--- src/rtl/finepwm_pkg.sv ---
package finepwm_pkg;
  typedef enum logic {TB_A = 1'b0, TB_B = 1'b1} tb_sel_e;
endpackage

--- src/rtl/finepwm_tbmux.sv ---
module finepwm_tbmux
  import finepwm_pkg::*;
#(
  parameter int CNT_W  = 8,
  parameter int FRAC_W = 2
) (
  input  logic              clk,
  input  logic              rst,
  input  logic              sel_req,
  input  logic [CNT_W-1:0]  a_count,
  input  logic [FRAC_W-1:0] a_phase,
  input  logic              a_start,
  input  logic [CNT_W-1:0]  a_period,
  input  logic [CNT_W-1:0]  b_count,
  input  logic [FRAC_W-1:0] b_phase,
  input  logic              b_start,
  input  logic [CNT_W-1:0]  b_period,
  output logic [CNT_W-1:0]  eff_count,
  output logic [FRAC_W-1:0] eff_phase,
  output logic              eff_start,
  output logic [CNT_W-1:0]  eff_period
);
  tb_sel_e act_q;
  tb_sel_e eff_sel;
  logic    req_start;

  // the requested base only takes over on its own period start
  assign req_start = sel_req ? b_start : a_start;
  assign eff_sel   = req_start ? tb_sel_e'(sel_req) : act_q;

  always_ff @(posedge clk) begin
    if (rst) act_q <= TB_A;
    else     act_q <= eff_sel;
  end

  always_comb begin
    if (eff_sel == TB_B) begin
      eff_count  = b_count;
      eff_phase  = b_phase;
      eff_start  = b_start;
      eff_period = b_period;
    end else begin
      eff_count  = a_count;
      eff_phase  = a_phase;
      eff_start  = a_start;
      eff_period = a_period;
    end
  end
endmodule

--- src/rtl/finepwm_duty_latch.sv ---
module finepwm_duty_latch #(
  parameter int CNT_W  = 8,
  parameter int FRAC_W = 2,
  localparam int DUTY_W = CNT_W + FRAC_W
) (
  input  logic              clk,
  input  logic              rst,
  input  logic              wr_hi,
  input  logic [CNT_W-1:0]  wr_hi_data,
  input  logic              wr_lo,
  input  logic [FRAC_W-1:0] wr_lo_data,
  input  logic              xfer,
  output logic [DUTY_W-1:0] hold_duty,
  output logic [DUTY_W-1:0] act_duty
);
  logic [CNT_W-1:0]  hold_hi;
  logic [FRAC_W-1:0] hold_lo;

  always_ff @(posedge clk) begin
    if (rst) begin
      hold_hi <= '0;
      hold_lo <= '0;
    end else begin
      if (wr_hi) hold_hi <= wr_hi_data;
      if (wr_lo) hold_lo <= wr_lo_data;
    end
  end

  assign hold_duty = {hold_hi, hold_lo};

  always_ff @(posedge clk) begin
    if (rst)       act_duty <= '0;
    else if (xfer) act_duty <= hold_duty;
  end
endmodule

--- src/rtl/finepwm_cmp.sv ---
module finepwm_cmp #(
  parameter int CNT_W  = 8,
  parameter int FRAC_W = 2,
  localparam int DUTY_W = CNT_W + FRAC_W
) (
  input  logic              clk,
  input  logic              rst,
  input  logic [DUTY_W-1:0] duty,
  input  logic [CNT_W-1:0]  count,
  input  logic [FRAC_W-1:0] phase,
  input  logic [CNT_W-1:0]  period,
  output logic              pwm
);
  logic [CNT_W-1:0] duty_hi;
  logic             full_on;
  logic             below;
  logic             level;

  assign duty_hi = duty[DUTY_W-1:FRAC_W];
  assign full_on = duty_hi > period;
  assign below   = {count, phase} < duty;
  assign level   = (duty != '0) && (full_on || below);

  always_ff @(posedge clk) begin
    if (rst) pwm <= 1'b0;
    else     pwm <= level;
  end
endmodule

--- src/rtl/finepwm_chan.sv ---
module finepwm_chan #(
  parameter int CNT_W  = 8,
  parameter int FRAC_W = 2,
  localparam int DUTY_W = CNT_W + FRAC_W
) (
  input  logic              clk,
  input  logic              rst,
  input  logic              wr_hi,
  input  logic [CNT_W-1:0]  wr_hi_data,
  input  logic              wr_lo,
  input  logic [FRAC_W-1:0] wr_lo_data,
  input  logic              tb_sel,
  input  logic [CNT_W-1:0]  a_count,
  input  logic [FRAC_W-1:0] a_phase,
  input  logic              a_start,
  input  logic [CNT_W-1:0]  a_period,
  input  logic [CNT_W-1:0]  b_count,
  input  logic [FRAC_W-1:0] b_phase,
  input  logic              b_start,
  input  logic [CNT_W-1:0]  b_period,
  output logic              pwm_out,
  output logic [DUTY_W-1:0] rd_duty
);
  logic [CNT_W-1:0]  eff_count;
  logic [FRAC_W-1:0] eff_phase;
  logic              eff_start;
  logic [CNT_W-1:0]  eff_period;
  logic [DUTY_W-1:0] hold_duty;
  logic [DUTY_W-1:0] act_duty;
  logic [DUTY_W-1:0] cmp_duty;

  finepwm_tbmux #(.CNT_W(CNT_W), .FRAC_W(FRAC_W)) u_tbmux (
    .clk(clk), .rst(rst), .sel_req(tb_sel),
    .a_count(a_count), .a_phase(a_phase), .a_start(a_start), .a_period(a_period),
    .b_count(b_count), .b_phase(b_phase), .b_start(b_start), .b_period(b_period),
    .eff_count(eff_count), .eff_phase(eff_phase), .eff_start(eff_start),
    .eff_period(eff_period)
  );

  finepwm_duty_latch #(.CNT_W(CNT_W), .FRAC_W(FRAC_W)) u_latch (
    .clk(clk), .rst(rst),
    .wr_hi(wr_hi), .wr_hi_data(wr_hi_data),
    .wr_lo(wr_lo), .wr_lo_data(wr_lo_data),
    .xfer(eff_start), .hold_duty(hold_duty), .act_duty(act_duty)
  );

  // on a period start the new value is already in force for the first phase
  assign cmp_duty = eff_start ? hold_duty : act_duty;

  finepwm_cmp #(.CNT_W(CNT_W), .FRAC_W(FRAC_W)) u_cmp (
    .clk(clk), .rst(rst), .duty(cmp_duty),
    .count(eff_count), .phase(eff_phase), .period(eff_period),
    .pwm(pwm_out)
  );

  assign rd_duty = act_duty;
endmodule

--- config.mk ---
export PLATFORM = sky130hd
export DESIGN_NAME = finepwm_chan
export DESIGN_NICKNAME = d
export VERILOG_FILES = /design/src/rtl/finepwm_pkg.sv /design/src/rtl/finepwm_tbmux.sv /design/src/rtl/finepwm_duty_latch.sv /design/src/rtl/finepwm_cmp.sv /design/src/rtl/finepwm_chan.sv
export SDC_FILE = /design/constraint.sdc
export NUM_CORES = 1
export LEC_CHECK = 0
export BUFFER_PORTS_ARGS = -buffer_cell sky130_fd_sc_hd__buf_2
export CAP_MARGIN = 5
export CORE_MARGIN = 1
export CORE_UTILIZATION = 50
export DETAILED_ROUTE_END_ITERATION = 10
export PLACE_DENSITY = 0.84
export SLEW_MARGIN = 15
export SYNTH_ARGS = -nofsm -noshare
export SYNTH_HDL_FRONTEND = slang
export SYNTH_SLANG_ARGS = --single-unit
--- constraint.sdc ---
create_clock -name clk -period 5.45 [get_ports clk]
set_input_delay 0 -clock clk [delete_from_list [all_inputs] [get_ports clk]]
set_output_delay 0 -clock clk [all_outputs]
set_load 0.05 [all_outputs]
# --- Yosys cells after proc, flatten, opt, wreduce, memory -nomap -nowiden ---
# Index checks and enable logic that the tools add are counted.
word_totals:
  reg_bits: 22
  in_bits: 53
  output_inout_bits: 11
  wordCells: 17
classes:
  order_cmp: 2
  n_mux: 7
  reduce_logical: 3
op_table:
  columns: ["operator", "n"]
  rows:
  - ["8-bit two-way mux", 2]
  - ["10-bit less-than comparator", 1]
  - ["10-bit two-way mux", 1]
  - ["10-bit nonzero test", 1]
  - ["8-bit > comparator", 1]
  - ["1-bit two-way mux", 3]
  - ["2-bit two-way mux", 1]
  - ["1-bit logical AND", 1]
  - ["1-bit logical OR", 1]

# --- Longest topological paths before layout ---
logic_depth:
  depth_word: 7
  ltp_mapped: 12
  depth_no_buf: 11

# --- By module ---
# From an unflattened synthesis, not the netlist that was laid out.
unflattened:
  hier_cells: 163
  area_unflattened_um2: 1652.8
by_module_without_submodules:
  columns: ["mod", "n_inst", "cells_per_inst", "area_per_inst_um2", "seq_area_each_um2"]
  rows:
  - ["finepwm_duty_latch", 1, 64, 708.2, 400.4]
  - ["finepwm_cmp", 1, 60, 461.7, 20.0]
  - ["finepwm_tbmux", 1, 28, 321.6, 20.0]
  - ["finepwm_chan", 1, 11, 161.4, 0.0]

# --- Worst setup path after synthesis ---
# No wires, ideal clock.
synth_timing:
  path_type: "register to register"
  startpoint: "register u_tbmux.act_q"
  endpoint: "register u_cmp.pwm"
  setup_time_ns: 0.120
  t_arrival_ns: 2.276
  t_required_ns: 5.330
  setup_slack_ns: 3.054
  stages_incl_launch_ff: 13
  path_buffers: 1
  synth_period_minus_slack_ns: 2.396
  path_cell_list: "dfxtp_1 o21a_1 a21oi_2 buf_6 mux2i_1 inv_1 ha_1 nand4_1 nor2_1 o21ai_2 a211oi_2 a31oi_1 o31a_1"
synth_via:
  elab_chain_len: 6
  elab_cells_between_ends: 11
  classes_between: "2 x order compare; 6 x mux; 3 x reduce/logical"
synth_lines:
  columns: ["item", "line_no", "text"]
  rows:
  - ["start: declaration", "finepwm_tbmux.sv:23", "tb_sel_e act_q;"]
  - ["start signal: assignment", "finepwm_tbmux.sv:33", "else act_q <= eff_sel;"]
  - ["1-bit two-way mux *", "finepwm_tbmux.sv:29", "assign eff_sel = req_start ? tb_sel_e'(sel_req) : act_q;"]
  - ["1-bit two-way mux *", "finepwm_tbmux.sv:37", "if (eff_sel == TB_B) begin"]
  - ["10-bit two-way mux *", null, null]
  - ["via cmp_duty[9]", "finepwm_chan.sv:30", "logic [DUTY_W-1:0] cmp_duty;"]
  - ["10-bit less-than comparator / 8-bit > comparator (equally long branches)", "finepwm_cmp.sv:21, finepwm_cmp.sv:20", null]
  - ["1-bit logical OR", "finepwm_cmp.sv:22", "assign level = (duty != '0) && (full_on || below);"]
  - ["1-bit logical AND *", "finepwm_cmp.sv:22", null]
  - ["end signal: assignment", "finepwm_cmp.sv:26", "else pwm <= level;"]
  - ["end: declaration", "finepwm_cmp.sv:12", "output logic pwm"]
# The timed path passes the listed nets; every way through them passes the cells marked *.
# A chain may end at the register's enable or synchronous reset.

# --- Final worst setup path ---
# Ends and elaborated chain as after synthesis.

==> results.sh <==
export IMPL_outcome="completed"
export IMPL_syn_nets=213
export IMPL_fp_row_count=18
export IMPL_layout_common_cells="buf_2 (63), mux2i_1 (25), nor2_1 (25)"
export IMPL_path_max_fanout=11
export IMPL_cp_end_kind="flip-flop"
export IMPL_grt_pass1_vias=1298
export IMPL_core_um2=2570
export IMPL_min_period_over_period_pct=56.7
export IMPL_diodes=0
export IMPL_rsz0062_at_grt="false"
export IMPL_netlist_instances=148
export IMPL_viasPerCell=5.40
export IMPL_cts_buffers=3
export IMPL_crit_arrival_ns=3.32
export IMPL_initial_utilization_pct=54.7
export IMPL_post_drt_wl_per_cell_um=14.4
export IMPL_htree_levels=1
export IMPL_ys_seq_area_share_pct=31.3
export IMPL_grt_max_degree=23
export IMPL_path_class="reg2reg"
export IMPL_place_congestion=0.843
export IMPL_vias=1361
export IMPL_post_place_ws_ns=2.41
export IMPL_die_x_um=55.0
export IMPL_die_area_um2=3030
export IMPL_power_density_nw_per_um2=231
export IMPL_maxCapViolations=0
export IMPL_clk_latency_ns=0.32
export IMPL_post_route_min_period_ns=3.09
export IMPL_final_common_cell="buf_2"
export IMPL_drv_slew=0
export IMPL_dp_hpwl_um=2700
export IMPL_grt_pass1_wl_um=5350
export IMPL_slew_headroom_pct=38.7
export IMPL_power_leakage_nw=0.962
export IMPL_grt_overflow=0
export IMPL_dr_pass1_iters=4
export IMPL_synth_cell_types=34
export IMPL_drt_wl_total_um=3630
export IMPL_fin_setup_tns_ns=0
export IMPL_die_y_um=55.0
export IMPL_port_buffers=63
export IMPL_drt_iter0_markers=11
export IMPL_netlist_area_um2=1410
export IMPL_grt_usage_pct=25.3
export IMPL_layout_drive_gt1_share_pct=38.7
export IMPL_ant_nets=0
export IMPL_drc=0
export IMPL_synth_warnings=0
export IMPL_worst_path_max_delay_cell="a21oi_2"
export IMPL_crit_path_cell_trace="o21a_1, a21oi_2, mux2i_1, inv_1, ha_1, nand4_1, nor2_1, o21ai_2, a211oi_2, a31oi_1, o31a_1"
export IMPL_cts_hold_buf=12
export IMPL_ys_ff_latch=22
export IMPL_cts_setup_buffers=0
export IMPL_hold_violations=0
export IMPL_final_core_util_pct=74.1
export IMPL_antenna_found_initial=0
export IMPL_holdCritPathClass="in2reg"
export IMPL_fmax_mhz=324
export IMPL_ir_worst_vdd_v=0.000188
export IMPL_worst_pin_slew_ns=0.919
export IMPL_nets=288
export IMPL_cts_clk_slew_worst_paths_ns=0.13
export IMPL_critical_path_max_stage_delay_ns=0.67
export IMPL_cts_tree="built"
export IMPL_cts_buffer_depth=2
export IMPL_n_fill_cell=198
export IMPL_worst_setup_path_start_kind="flip-flop"
export IMPL_finClkSkew_ns=0.00916
export IMPL_fin_ws_ns=2.36
export IMPL_setup_violations=0
export IMPL_postSynthAreaPerCell_um2=9.49
export IMPL_reg2reg_slack_ns=2.36
export IMPL_clock_sinks=22
export IMPL_worst_endpoint_required_ns=5.68
export IMPL_area_growth_pct=35.4
export IMPL_cts_resized_gates=0
export IMPL_cts_root_buf="clkbuf_4"
export IMPL_io_pins=64
flip-flops by register name, summed over array words and instances, names as in the netlist:
name / count
u_latch.hold_lo: 2
u_latch.hold_hi: 8
u_latch.act_duty: 10
u_cmp.pwm: 1
u_tbmux.act_q: 1
where the power goes:
group,leakage (nW),internal [mW],switching (mW)
Combinational,0.753,0.0634,0.0721
Clock,0.0279,0.0744,0.0540
Sequential,0.181,0.170,0.00607
through the flow:
step,cells,hold slack (ns),area [µm²],power [mW]
6_report,252,0.0632,1900,0.440
2_1_floorplan,148,0.0716,1410,0.268
5_1_grt,252,0.0794,1900,0.461
3_5_place_dp,236,0.245,1730,0.306
4_1_cts,252,0.0706,1900,0.440
3_3_place_gp,236,0.235,1730,0.300
cells by family (layout without fill, tap and decap cells):
kind of cell             count (synthesis)  after routing  synth area share (%)
multiplexers                            39             39                  30.3
AO/OA/AOI/OAI                           20             20                  9.80
XOR/XNOR                                 1              1                 0.623
AND/OR/NAND/NOR                         41             41                  13.2
adder cells (fa/ha/maj)                 12             12                  10.7
flip-flops                              22             22                  31.3
buffers and inverters                   13             87                  4.10
layout make-up:
cell class | count | area [µm²] | area share (%)
multi-input combinational | 113 | 907 | 47.7
sequential | 22 | 440 | 23.1
timing repair buffer | 75 | 435 | 22.9
tap | 30 | 37.5 | 1.97
clock inverter | 1 | 30.0 | 1.58
inverter | 8 | 30.0 | 1.58
clock buffer | 3 | 22.5 | 1.18
worst paths after layout:
kind,from,endpoint,cells after the start
setup / recovery,u_tbmux.act_q$_SDFF_PP0_,u_cmp.pwm$_SDFF_PP0_,11
hold / removal,rst,u_latch.hold_hi[2]$_SDFFE_PP0P_,2
setup reg to reg,u_tbmux.act_q$_SDFF_PP0_,u_cmp.pwm$_SDFF_PP0_,11
hold reg to reg,u_latch.hold_hi[7]$_SDFFE_PP0P_,u_latch.hold_hi[7]$_SDFFE_PP0P_,2
critical path: cells and delay by family, from the launching register on:
kind	cells	cell delay, ns
compound gates	6	1.45
mux	1	0.45
flops	1	0.37
simple gates	2	0.32
fa+ha+maj	1	0.31
buf+inv	1	0.10
cell usage after synthesis, drive strengths merged:
master   n  area, µm²
ha      12        150
nor3     3       15.0
o211ai   1       7.51
a211oi   1       12.5
and4     1       8.76
nor2b    3       18.8
clkbuf   2       7.51
o22ai    1       6.26
o21a     1       7.51
a21oi    7       38.8
a31oi    1       6.26
dfxtp   22        440
inv      8       30.0
nor3b    1       7.51
mux2    12        139
nor2    25       93.8
nand3b   1       7.51
buf      3       20.0
o31a     1       8.76
o21ai    7       50.1
nand4    3       18.8
mux2i   27        287
nand2    4       15.0
xor2     1       8.76
routing by layer:
layer	GRT usage, %	part of all wire (%)	wire (µm)	up-vias
li1	-	-	-	675
met1	25.7	40	1460	624
met3	6.01	5.4	196	13
met4	11.7	2.5	91	0
met2	48.2	52	1880	49
met5	0	0	0	-
Note: power is estimated with default switching activity, not from simulation.
